===== src/rtl/bulk_out_pingpong.sv =====
module bulk_out_pingpong #(
  parameter int DEPTH = 64,
  parameter int DW    = 8,
  localparam int LW   = $clog2(DEPTH + 1),
  localparam int AW   = $clog2(DEPTH)
) (
  input  logic          clk,
  input  logic          rst_n,
  input  logic          sie_wr_en,
  input  logic [DW-1:0] sie_wr_data,
  input  logic          sie_pkt_good,
  input  logic          sie_pkt_zlp,
  input  logic          sie_nak,
  input  logic          cpu_rd_en,
  output logic [DW-1:0] cpu_rd_data,
  output logic [LW-1:0] cpu_len,
  input  logic          clr_wr_en,
  input  logic [3:0]    clr_wr_data,
  input  logic [3:0]    int_mask,
  output logic [7:0]    status,
  output logic          irq,
  output logic          sie_busy
);

  logic [DW-1:0] mem [2][DEPTH];
  logic          cpu_bank;
  logic [AW-1:0] rd_ptr;
  logic [LW-1:0] sie_cnt;
  logic          sie_full;
  logic          null_pend;
  logic [3:0]    flags;

  wire swap    = sie_full && (cpu_len == '0);
  wire rd_fire = cpu_rd_en && (cpu_len != '0);
  wire drain   = rd_fire && (cpu_len == LW'(1));
  wire accept  = sie_pkt_good && !sie_full && (sie_cnt != '0);
  wire drop    = (sie_pkt_good || sie_pkt_zlp) && sie_full;
  wire zlp_ok  = sie_pkt_zlp && !sie_full;
  wire wr_fire = sie_wr_en && !sie_full && (sie_cnt < LW'(DEPTH));

  logic [3:0] set_hw, clr_hw, clr_sw;

  always_comb begin
    set_hw[0] = swap;
    set_hw[1] = sie_nak || drop;
    set_hw[2] = (zlp_ok && ((cpu_len == '0) || drain)) || (drain && null_pend);
    set_hw[3] = accept && (cpu_len != '0);
    clr_hw    = {swap, 2'b00, drain};
    clr_sw    = clr_wr_en ? ~clr_wr_data : 4'b0000;
  end

  always_ff @(posedge clk) begin
    if (wr_fire) mem[~cpu_bank][sie_cnt[AW-1:0]] <= sie_wr_data;
  end

  always_ff @(posedge clk) begin
    if (!rst_n) begin
      cpu_bank  <= 1'b0;
      rd_ptr    <= '0;
      cpu_len   <= '0;
      sie_cnt   <= '0;
      sie_full  <= 1'b0;
      null_pend <= 1'b0;
      flags     <= '0;
    end else begin
      if (swap) begin
        cpu_bank <= ~cpu_bank;
        cpu_len  <= sie_cnt;
        rd_ptr   <= '0;
        sie_cnt  <= '0;
        sie_full <= 1'b0;
      end else begin
        if (rd_fire) begin
          cpu_len <= cpu_len - LW'(1);
          rd_ptr  <= rd_ptr + AW'(1);
        end
        if (wr_fire) sie_cnt  <= sie_cnt + LW'(1);
        if (accept)  sie_full <= 1'b1;
      end
      null_pend <= drain ? 1'b0 : (null_pend || (zlp_ok && (cpu_len != '0)));
      flags     <= (flags & ~clr_hw & ~clr_sw) | set_hw;
    end
  end

  assign cpu_rd_data = mem[cpu_bank][rd_ptr];
  assign status      = {4'b0000, flags};
  assign irq         = (|(flags & int_mask)) || (int_mask[0] && sie_full);
  assign sie_busy    = sie_full;


  drain_clears_data_chk: assert property (@(posedge clk) disable iff (!rst_n)
    (cpu_rd_en && cpu_len == LW'(1)) |=> (cpu_len == '0 && !status[0]));


  swap_reload_chk: assert property (@(posedge clk) disable iff (!rst_n)
    (sie_busy && cpu_len == '0) |=> (cpu_len != '0 && status[0] && !status[3] && !sie_busy));


  drop_sets_nak_chk: assert property (@(posedge clk) disable iff (!rst_n)
    (sie_busy && (sie_pkt_good || sie_pkt_zlp)) |=> status[1]);


  zlp_empty_chk: assert property (@(posedge clk) disable iff (!rst_n)
    (sie_pkt_zlp && !sie_busy && cpu_len == '0) |=> status[2]);


  len_bound_chk: assert property (@(posedge clk) disable iff (!rst_n)
    cpu_len <= LW'(DEPTH));

endmodule


===== config.mk =====
export PLATFORM = sky130hd
export DESIGN_NAME = bulk_out_pingpong
export DESIGN_NICKNAME = d
export VERILOG_FILES = /design/src/rtl/bulk_out_pingpong.sv
export SDC_FILE = /design/constraint.sdc
export NUM_CORES = 1
export LEC_CHECK = 0
export CORE_MARGIN = 2
export CORE_UTILIZATION = 25
export CTS_BUF_LIST = sky130_fd_sc_hd__clkbuf_2 sky130_fd_sc_hd__clkbuf_4 sky130_fd_sc_hd__clkbuf_8
export CTS_CLUSTER_DIAMETER = 40
export CTS_CLUSTER_SIZE = 28
export DETAILED_ROUTE_END_ITERATION = 12
export DONT_BUFFER_PORTS = 1
export HOLD_SLACK_MARGIN = 0.12
export SYNTH_ARGS = -nofsm -noshare
export SYNTH_HDL_FRONTEND = slang
export SYNTH_SLANG_ARGS = --single-unit
export TNS_END_PERCENT = 20

===== constraint.sdc =====
create_clock -name clk -period 2.7 [get_ports clk]
set_input_delay 0.27 -clock clk [delete_from_list [all_inputs] [get_ports clk]]
set_output_delay 0.27 -clock clk [all_outputs]
set_load 0.01 [all_outputs]

# --- Word-level counts from Yosys, hierarchy flattened ---
# Memory sizes are Yosys's and may differ from the RTL's. A register that Yosys moved wholly into a read port is not among the register bits.
# Cells that the tools add are included.
op_classes:
  addsub: 3
  n_lt_le_gt_ge: 4
  n_eq_ne: 1
  mux: 12
  n_bitwise: 11
  n_reduce_logical: 29
ops:
  columns: ["op", "n"]
  rows:
  - ["two-way mux 512 bit", 1]
  - ["binary-select mux 8 bit (select 6 bit)", 1]
  - ["demux 8 bit (select 6 bit)", 1]
  - ["two-way mux 8 bit", 3]
  - ["logical AND 1 bit", 15]
  - ["greater-or-equal comparator 7 bit (second input constant)", 2]
  - ["two-way mux 7 bit", 2]
  - ["inverter 6 -> 7 bit", 2]
  - ["nonzero test 7 bit", 2]
  - ["AND 4 bit", 3]
  - ["inverter 4 bit", 3]
  - ["adder 7 x 1 -> 7 bit (second input constant)", 1]
  - ["== test 7 x 1 -> 1 bit (second input constant)", 1]
  - ["zero test 7 bit", 1]
  - ["< comparator 7 x 1 -> 1 bit (second input constant)", 1]
  - ["< comparator 7 bit (second input constant)", 1]
  - ["subtractor 7 x 1 -> 7 bit (second input constant)", 1]
  - ["adder 6 x 1 -> 6 bit (second input constant)", 1]
  - ["logical OR 1 bit", 6]
  - ["two-way mux 4 bit", 1]
  - ["OR 4 bit", 1]
  - ["OR reduction 2 bit", 2]
  - ["OR reduction 4 bit", 1]
  - ["two-way mux 1 bit", 3]
  - ["3 further kinds", 4]
word_totals:
  ff_bits: 27
  ramBits: 1024
  input_bits: 24
  out_inout_bits: 25
  word_cells: 68
  n_memories: 1
memory_table:
  columns: ["memory", "depth", "width", "rd", "rd_clocked_by_memory_dff", "write_ports", "line_no", "source"]
  rows:
  - ["mem", 2, 512, 1, 1, 1, "25", "logic [DW-1:0] mem [2][DEPTH];"]

# --- Logic depth before layout (Yosys ltp) ---
# Gate-level depths: netlist of the first run.
logic_depth:
  ltp_word: 7
  ltp_mapped: 8
  ltp_nobuf: 7

# --- Worst setup path after synthesis of the first run ---
# OpenSTA, ideal clock, no wires.
synth_timing:
  path_type: "register -> register"
  from: "register sie_full (netlist: sie_busy)"
  to: "memory mem[0][72] (netlist bit), enable pin"
  setup_ns: 0.370
  t_arrival_ns: 1.973
  required_ns: 2.330
  path_slack_ns: 0.357
  stages_incl_launch_ff: 6
  path_buffers: 1
  synth_period_minus_slack_ns: 2.343
  cell_sequence: "dfxtp_1 -> nor3b_1 -> and2_1 -> nand3_1 -> clkbuf_1 -> nor2_1"
synth_between:
  elab_chain_len: 5
synth_rtl:
  columns: ["item", "line_no", "source"]
  rows:
  - ["start: declaration", "29", "logic sie_full;"]
  - ["start signal: assignment", "62", "sie_full <= 1'b0;"]
  - ["start signal: assignment", "71", "sie_full <= 1'b0;"]
  - ["start signal: assignment", "78", "if (accept) sie_full <= 1'b1;"]
  - ["zero test 1 bit", "39", "wire wr_fire = sie_wr_en && !sie_full && (sie_cnt < LW'(DEPTH));"]
  - ["logical AND 1 bit (2 in series)", "39", null]
  - ["two-way mux 1 bit", "53", "if (wr_fire) mem[~cpu_bank][sie_cnt[AW-1:0]] <= sie_wr_data;"]
  - ["two-way mux 512 bit (implied by the code)", "53", null]
  - ["end: declaration", "25", null]
# Every way passes these cells.

==> results.toml, run 1 <==
[clocking]
worstSkewPairLatency_ps = 820
clock-sinks = 1052
cts_buffer_depth = 3
cts-htree-levels = 3
cts-root-buf = "clkbuf_8"
cts.clk_slew.worst_paths_ps = 80
cts_tree = "built"
cts-buffers-inserted = 105

[power]
p_comb_share_pct = 20.5
pwr-share-clk_pct = 29.9
power_density_nw_per_um2 = 746
peakVddDrop_mv = 0.659
seq_power_share_pct = 49.7
swShare_pct = 28.3
internal_power_mw = 26.3
leakagePower_nw = 15.2
p_switching_mw = 10.4

[sta]
fin_ws_ps = -862
final-hold-violation-count = 0
clock_skew_ps = 56.9
slew_headroom_pct = 48.3
setup-violations-final = 8
max_freq_mhz = 281
slew_violations = 0
tightest_slew_ps = 775
period_share_pct = 132
period_minus_slack_ps = 3560
rsz0062_at_grt = "yes"

[setup_path]
r2r_cells = 6
worstReg2RegEnd = "flags[2]$_SDFF_PN0_"
crit_type = "reg2out"
setup.worst_path.end_class = "output port"
reg2reg_slack_ps = 290
path_max_fanout = 14
startpoint_type = "flip-flop"
rr_startpoint = "cpu_len[5]$_SDFFE_PN0P_"
arrival_ps = 3290
required_ps = 2430

[global_routing]
grt_util_all_layers_pct = 11.9
grt_max_degree = 129
overflow = 0
grt_antenna_before_repair = 9
grt_pass1_wl_um = 146000
grt_pass1_vias = 21100

[routing]
ant_nets = 0
routed_wl_um = 101000
drc = 0
wire_per_inst_um = 22.0
num_vias = 20800
vias_per_cell = 4.51
dr.pass1.iters = 7
drt_iter0_markers = 2220

[placement]
dp_hpwl_um = 62000
numPortBuffers = 0
place_congestion = 0.810
placed_area_um2 = 45600

[status]
status = "complete, but fails checks"
violations = "negative setup slack"

[synthesis]
synth_edf_count = 1024
yosysMostFrequentCell = "edfxtp_1"
synthTopCellsByCount = "edfxtp_1, mux4_2, nor2_1"
synth_largest_area_cell = "edfxtp_1"
synth_area_um2 = 40800
syn_avg_cell_area_um2 = 20.7
yosysTopAreaCellShare_pct = 75.3
synth_ff_type = "edfxtp_1"
synthArstFlopShare_pct = 0
ys_warn_count = 0
ys_ff_latch = 1052
synth_simple_gate_area_share_pct = 3.59
synth_cell_types = 56
ys_top_cells_by_area = "edfxtp_1, mux4_2, nor2_1, dfxtp_1, a22oi_1"
synth_top_family_by_area = "multiplexers"
ys_seq_area_share_pct = 76.7
synth-adder-area-share_pct = 0.153
synth_cells = 1976
synth.mux.area_fraction_pct = 14.9
yosys.area_share.xor_xnor_pct = 0.215
synth_compound_area_share_pct = 2.90

[worst_hold_path]
worstHoldStart = "sie_pkt_good"
hold_depth = 3
hold_path.class = "in2reg"
hold_path_end = "sie_busy$_SDFFE_PP0N_"

[cells_and_area]
drive_gt1_share_pct = 35.5
area_delta_synth_final_pct = 20.6
postLayoutCoreUtil_pct = 30.3
design_area_um2 = 49200
fin_nets = 2370

[floorplanning]
io_pins = 49
coreArea_um2 = 162000
dieArea_um2 = 167000
die_w_um = 408
start_util_pct = 25.1
die_h_um = 408
std_cell_rows = 148

[run]
drv_cap = 0
[placed cells by master (no fill, tap or decap), types with 14 or more instances in the layout]
master / instances
nor2_1: 168
dfxtp_1: 25
nand2_1: 60
buf_16: 16
inv_6: 16
buf_4: 292
o22ai_1: 18
a21oi_1: 23
mux2i_1: 26
buf_12: 25
clkinv_4: 15
a22oi_2: 22
nand3_1: 19
a22oi_1: 27
edfxtp_1: 1024
nor3_1: 18
nor2b_1: 14
mux4_2: 258
dlygate4sd3_1: 21
clkbuf_8: 108
[registers in the layout, summed over array words and instances (netlist names), named ones only]
| signal | cells |
|---|---|
| sie_busy | 1 |
| rd_ptr | 6 |
| flags | 4 |
| cpu_len | 7 |
| null_pend | 1 |
| cpu_bank | 1 |
| mem | 1024 |
| sie_cnt | 7 |
[layout make-up]
| type | instances | area (um2) |
|---|---|---|
| Clock buffer | 115 | 1540 |
| Multi-Input combinational cell | 804 | 9270 |
| Fill cell | 15700 | 113000 |
| Timing Repair Buffer | 363 | 3480 |
| Clock inverter | 80 | 830 |
| Sequential cell | 1052 | 31300 |
| Antenna cell | 5 | 12.5 |
| Tap cell | 2175 | 2720 |
| Inverter | 15 | 56.3 |
[cells by family (layout without fill, tap and decap cells)]
family | after synthesis | after routing
AO/OA/AOI/OAI | 173 | 173
XOR/XNOR | 10 | 10
adder cells (fa/ha/maj) | 5 | 5
buffers and inverters | 123 | 573
flip-flops | 1052 | 1052
multiplexers | 284 | 284
other | 1 | 9
AND/OR/NAND/NOR | 328 | 328
[what timing repair did]
item / CTS / global route
cloned: 4 / 2
pin swaps: 13 / 12
hold buffers: 29 / 0
resized for setup: 58 / 38
setup buffers: 8 / 15
setup endpoints to repair: 8 / 8
hold endpoints to repair: 1052 / 0
[metal layers]
| metal | part of all wire [%] | GRT usage (%) | vias to the layer above |
|---|---|---|---|
| li1 | - | - | 8934 |
| met1 | 43 | 16.4 | 10900 |
| met2 | 47 | 18.6 | 746 |
| met3 | 8.5 | 3.20 | 168 |
| met4 | 2.1 | 2.85 | 4 |
| met5 | 0.027 | 0 | - |
[per-stage QoR]
stage / hold slack, ps / worst slack [ps] / total power, mW / cells / setup TNS, ps
finish: 277 / -862 / 36.7 / 4609 / -6540
global route: 234 / -991 / 38.0 / 4609 / -7640
CTS: 193 / -963 / 36.8 / 4587 / -7330
detailed placement: 375 / -539 / 25.2 / 4352 / -3070
global placement: 385 / -487 / 25.2 / 4352 / -3020
floorplan: 369 / 357 / 22.4 / 1979 / 0
[worst max-delay path by stage]
stage	slack, ps	to	cells past startpoint
floorplan	360	mem[0][72]$_DFFE_PP_	5
global placement	-490	cpu_rd_data[5]	8
detailed placement	-540	cpu_rd_data[0]	8
CTS	-960	cpu_rd_data[2]	10
global route	-990	cpu_rd_data[4]	9
finish	-860	cpu_rd_data[3]	10
[worst max-delay path, stage by stage (launching register included)]
cell and delay, ps:
dfxtp_4 390, buf_4 110, buf_4 150, buf_12 160, mux4_2 510, a22oi_2 220
nand3_2 150, a22oi_2 370, buf_4 180, a21oi_2 90, buf_4 170
[power by group through the flow]
stage	logic, mW	clock network [mW]	registers, mW
4_1_cts	7.33	11.2	18.2
6_report	7.51	11.0	18.2
2_1_floorplan	3.95	0	18.5
5_1_grt	7.91	11.9	18.2
3_3_place_gp	6.58	0	18.6
3_5_place_dp	6.59	0	18.6
Note: power is estimated with default switching activity, not from simulation.
==> run 2: changes to the inputs <==
SETUP_SLACK_MARGIN = 0.3   (was not set)
==> results.toml, run 2 (synthesis results as in run 1) <==
[status]
status = "complete, but fails checks"
violations = "negative setup slack"

[floorplanning]
dieArea_um2 = 167000
die_w_um = 408
start_util_pct = 25.1
std_cell_rows = 148
io_pins = 49
die_h_um = 408
coreArea_um2 = 162000

[power]
seq_power_share_pct = 49.5
p_switching_mw = 10.4
power_density_nw_per_um2 = 745
internal_power_mw = 26.4
swShare_pct = 28.3
pwr-share-clk_pct = 29.8
peakVddDrop_mv = 0.562
p_comb_share_pct = 20.7
leakagePower_nw = 15.2

[setup_path]
r2r_cells = 6
startpoint_type = "flip-flop"
path_max_fanout = 14
required_ps = 2430
worstReg2RegEnd = "flags[0]$_SDFF_PN0_"
setup.worst_path.end_class = "output port"
reg2reg_slack_ps = 410
crit_type = "reg2out"
arrival_ps = 3320
rr_startpoint = "cpu_len[3]$_SDFFE_PN0P_"

[clocking]
worstSkewPairLatency_ps = 820
clock-sinks = 1052
cts-htree-levels = 3
cts_tree = "built"
cts-root-buf = "clkbuf_8"
cts-buffers-inserted = 105
cts.clk_slew.worst_paths_ps = 80
cts_buffer_depth = 3

[cells_and_area]
design_area_um2 = 49400
multi_input_area_um2 = 9310
n_fill_cell = 15700
drive_gt1_share_pct = 35.9
regArea_um2 = 31300
fin_cells = 4620
final_common_cell = "edfxtp_1"
final_cell_mix = "edfxtp_1, buf_4, mux4_2, nor2_1, clkbuf_8"
area_delta_synth_final_pct = 21.1
largest_reg_flops = 1024
fin_nets = 2381

[sta]
rsz0062_at_grt = "yes"
slew_headroom_pct = 48.1
slew_violations = 0
setup_tns_ps = -6680
whs_ps = 283
tightest_slew_ps = 779
max_freq_mhz = 279
final-hold-violation-count = 0
setup-violations-final = 8
fin_ws_ps = -890
clock_skew_ps = 53.2
period_minus_slack_ps = 3590
period_share_pct = 133

[worst_hold_path]
hold_path.class = "in2reg"
hold_depth = 3
hold_path_end = "sie_busy$_SDFFE_PP0N_"
worstHoldStart = "sie_pkt_good"

[routing]
routed_wl_um = 101000
num_vias = 20700
drt_iter0_markers = 2268
dr.pass1.iters = 6
ant_nets = 0
wire_per_inst_um = 22.0
drc = 0
vias_per_cell = 4.49

[placement]
place_ws_ps = -539
dp_cells = 4352
place_congestion = 0.810
numPortBuffers = 0
dp_hpwl_um = 62000
placed_area_um2 = 45600

[global_routing]
grt_pass1_wl_um = 146000
grt_pass1_vias = 21000
grt_antenna_before_repair = 9
overflow = 0
grt_max_degree = 129
grt_util_all_layers_pct = 11.9

[run]
drv_cap = 0
## run 2: critical path, cell delays in order (launching register included)
cell	delay [ps]
dfxtp_4	400
buf_4	120
buf_4	150
buf_12	160
mux4_2	510
a22oi_2	210
nand3_2	140
a22oi_2	380
buf_4	190
a21oi_2	100
buf_4	170
## run 2: worst max path at each step
stage | startpoint | endpoint | slack (ps) | cells past startpoint
6_report | flip-flop | cpu_rd_data[3] | -890 | 10
5_1_grt | flip-flop | cpu_rd_data[5] | -990 | 10
4_1_cts | flip-flop | cpu_rd_data[2] | -960 | 10
3_5_place_dp | flip-flop | cpu_rd_data[0] | -540 | 8
3_3_place_gp | flip-flop | cpu_rd_data[5] | -490 | 8
2_1_floorplan | sie_busy$_SDFFE_PP0N_ | mem[0][72]$_DFFE_PP_ | 360 | 5
## run 2: cell type report
type | instances | share of cell area, %
inverter | 15 | 0.114
timing repair buffer | 374 | 7.38
sequential | 1052 | 63.4
tap | 2175 | 5.50
clock inverter | 80 | 1.68
clock buffer | 115 | 3.11
multi-input combinational | 804 | 18.8
antenna | 5 | 0.0253
## run 2: metrics by stage
| step | power (mW) | util (%) |
|---|---|---|
| global placement | 25.2 | 28.1 |
| CTS | 36.8 | 30.1 |
| floorplan | 22.4 | - |
| finish | 36.8 | 30.4 |
| detailed placement | 25.2 | 28.1 |
| global route | 38.2 | 30.4 |
## run 2: timing repair
item | 4_1_cts | 5_1_grt
hold buffers | 31 | 0
hold endpoints to repair | 1052 | 0
cloned | 4 | 3
pin swaps | 13 | 17
resized for setup | 59 | 52
buffers inserted | 8 | 22
endpoints found under the setup margin | 8 | 10
## run 2: metal layers
layer	global-route usage [%]	part of all wire (%)	vias to the layer above
met4	2.85	2.0	4
met3	3.21	8.1	165
met5	0	0.027	-
met2	18.6	47	717
li1	-	-	8962
met1	16.3	43	10900
## run 2: power by group through the flow
| stage | sequential (mW) | combinational [mW] | clock (mW) |
|---|---|---|---|
| after CTS | 18.2 | 7.33 | 11.2 |
| final | 18.2 | 7.64 | 11.0 |
| after global placement | 18.6 | 6.58 | 0 |
| after floorplan | 18.5 | 3.95 | 0 |
| after global routing | 18.3 | 8.06 | 11.9 |
| after detailed placement | 18.6 | 6.59 | 0 |
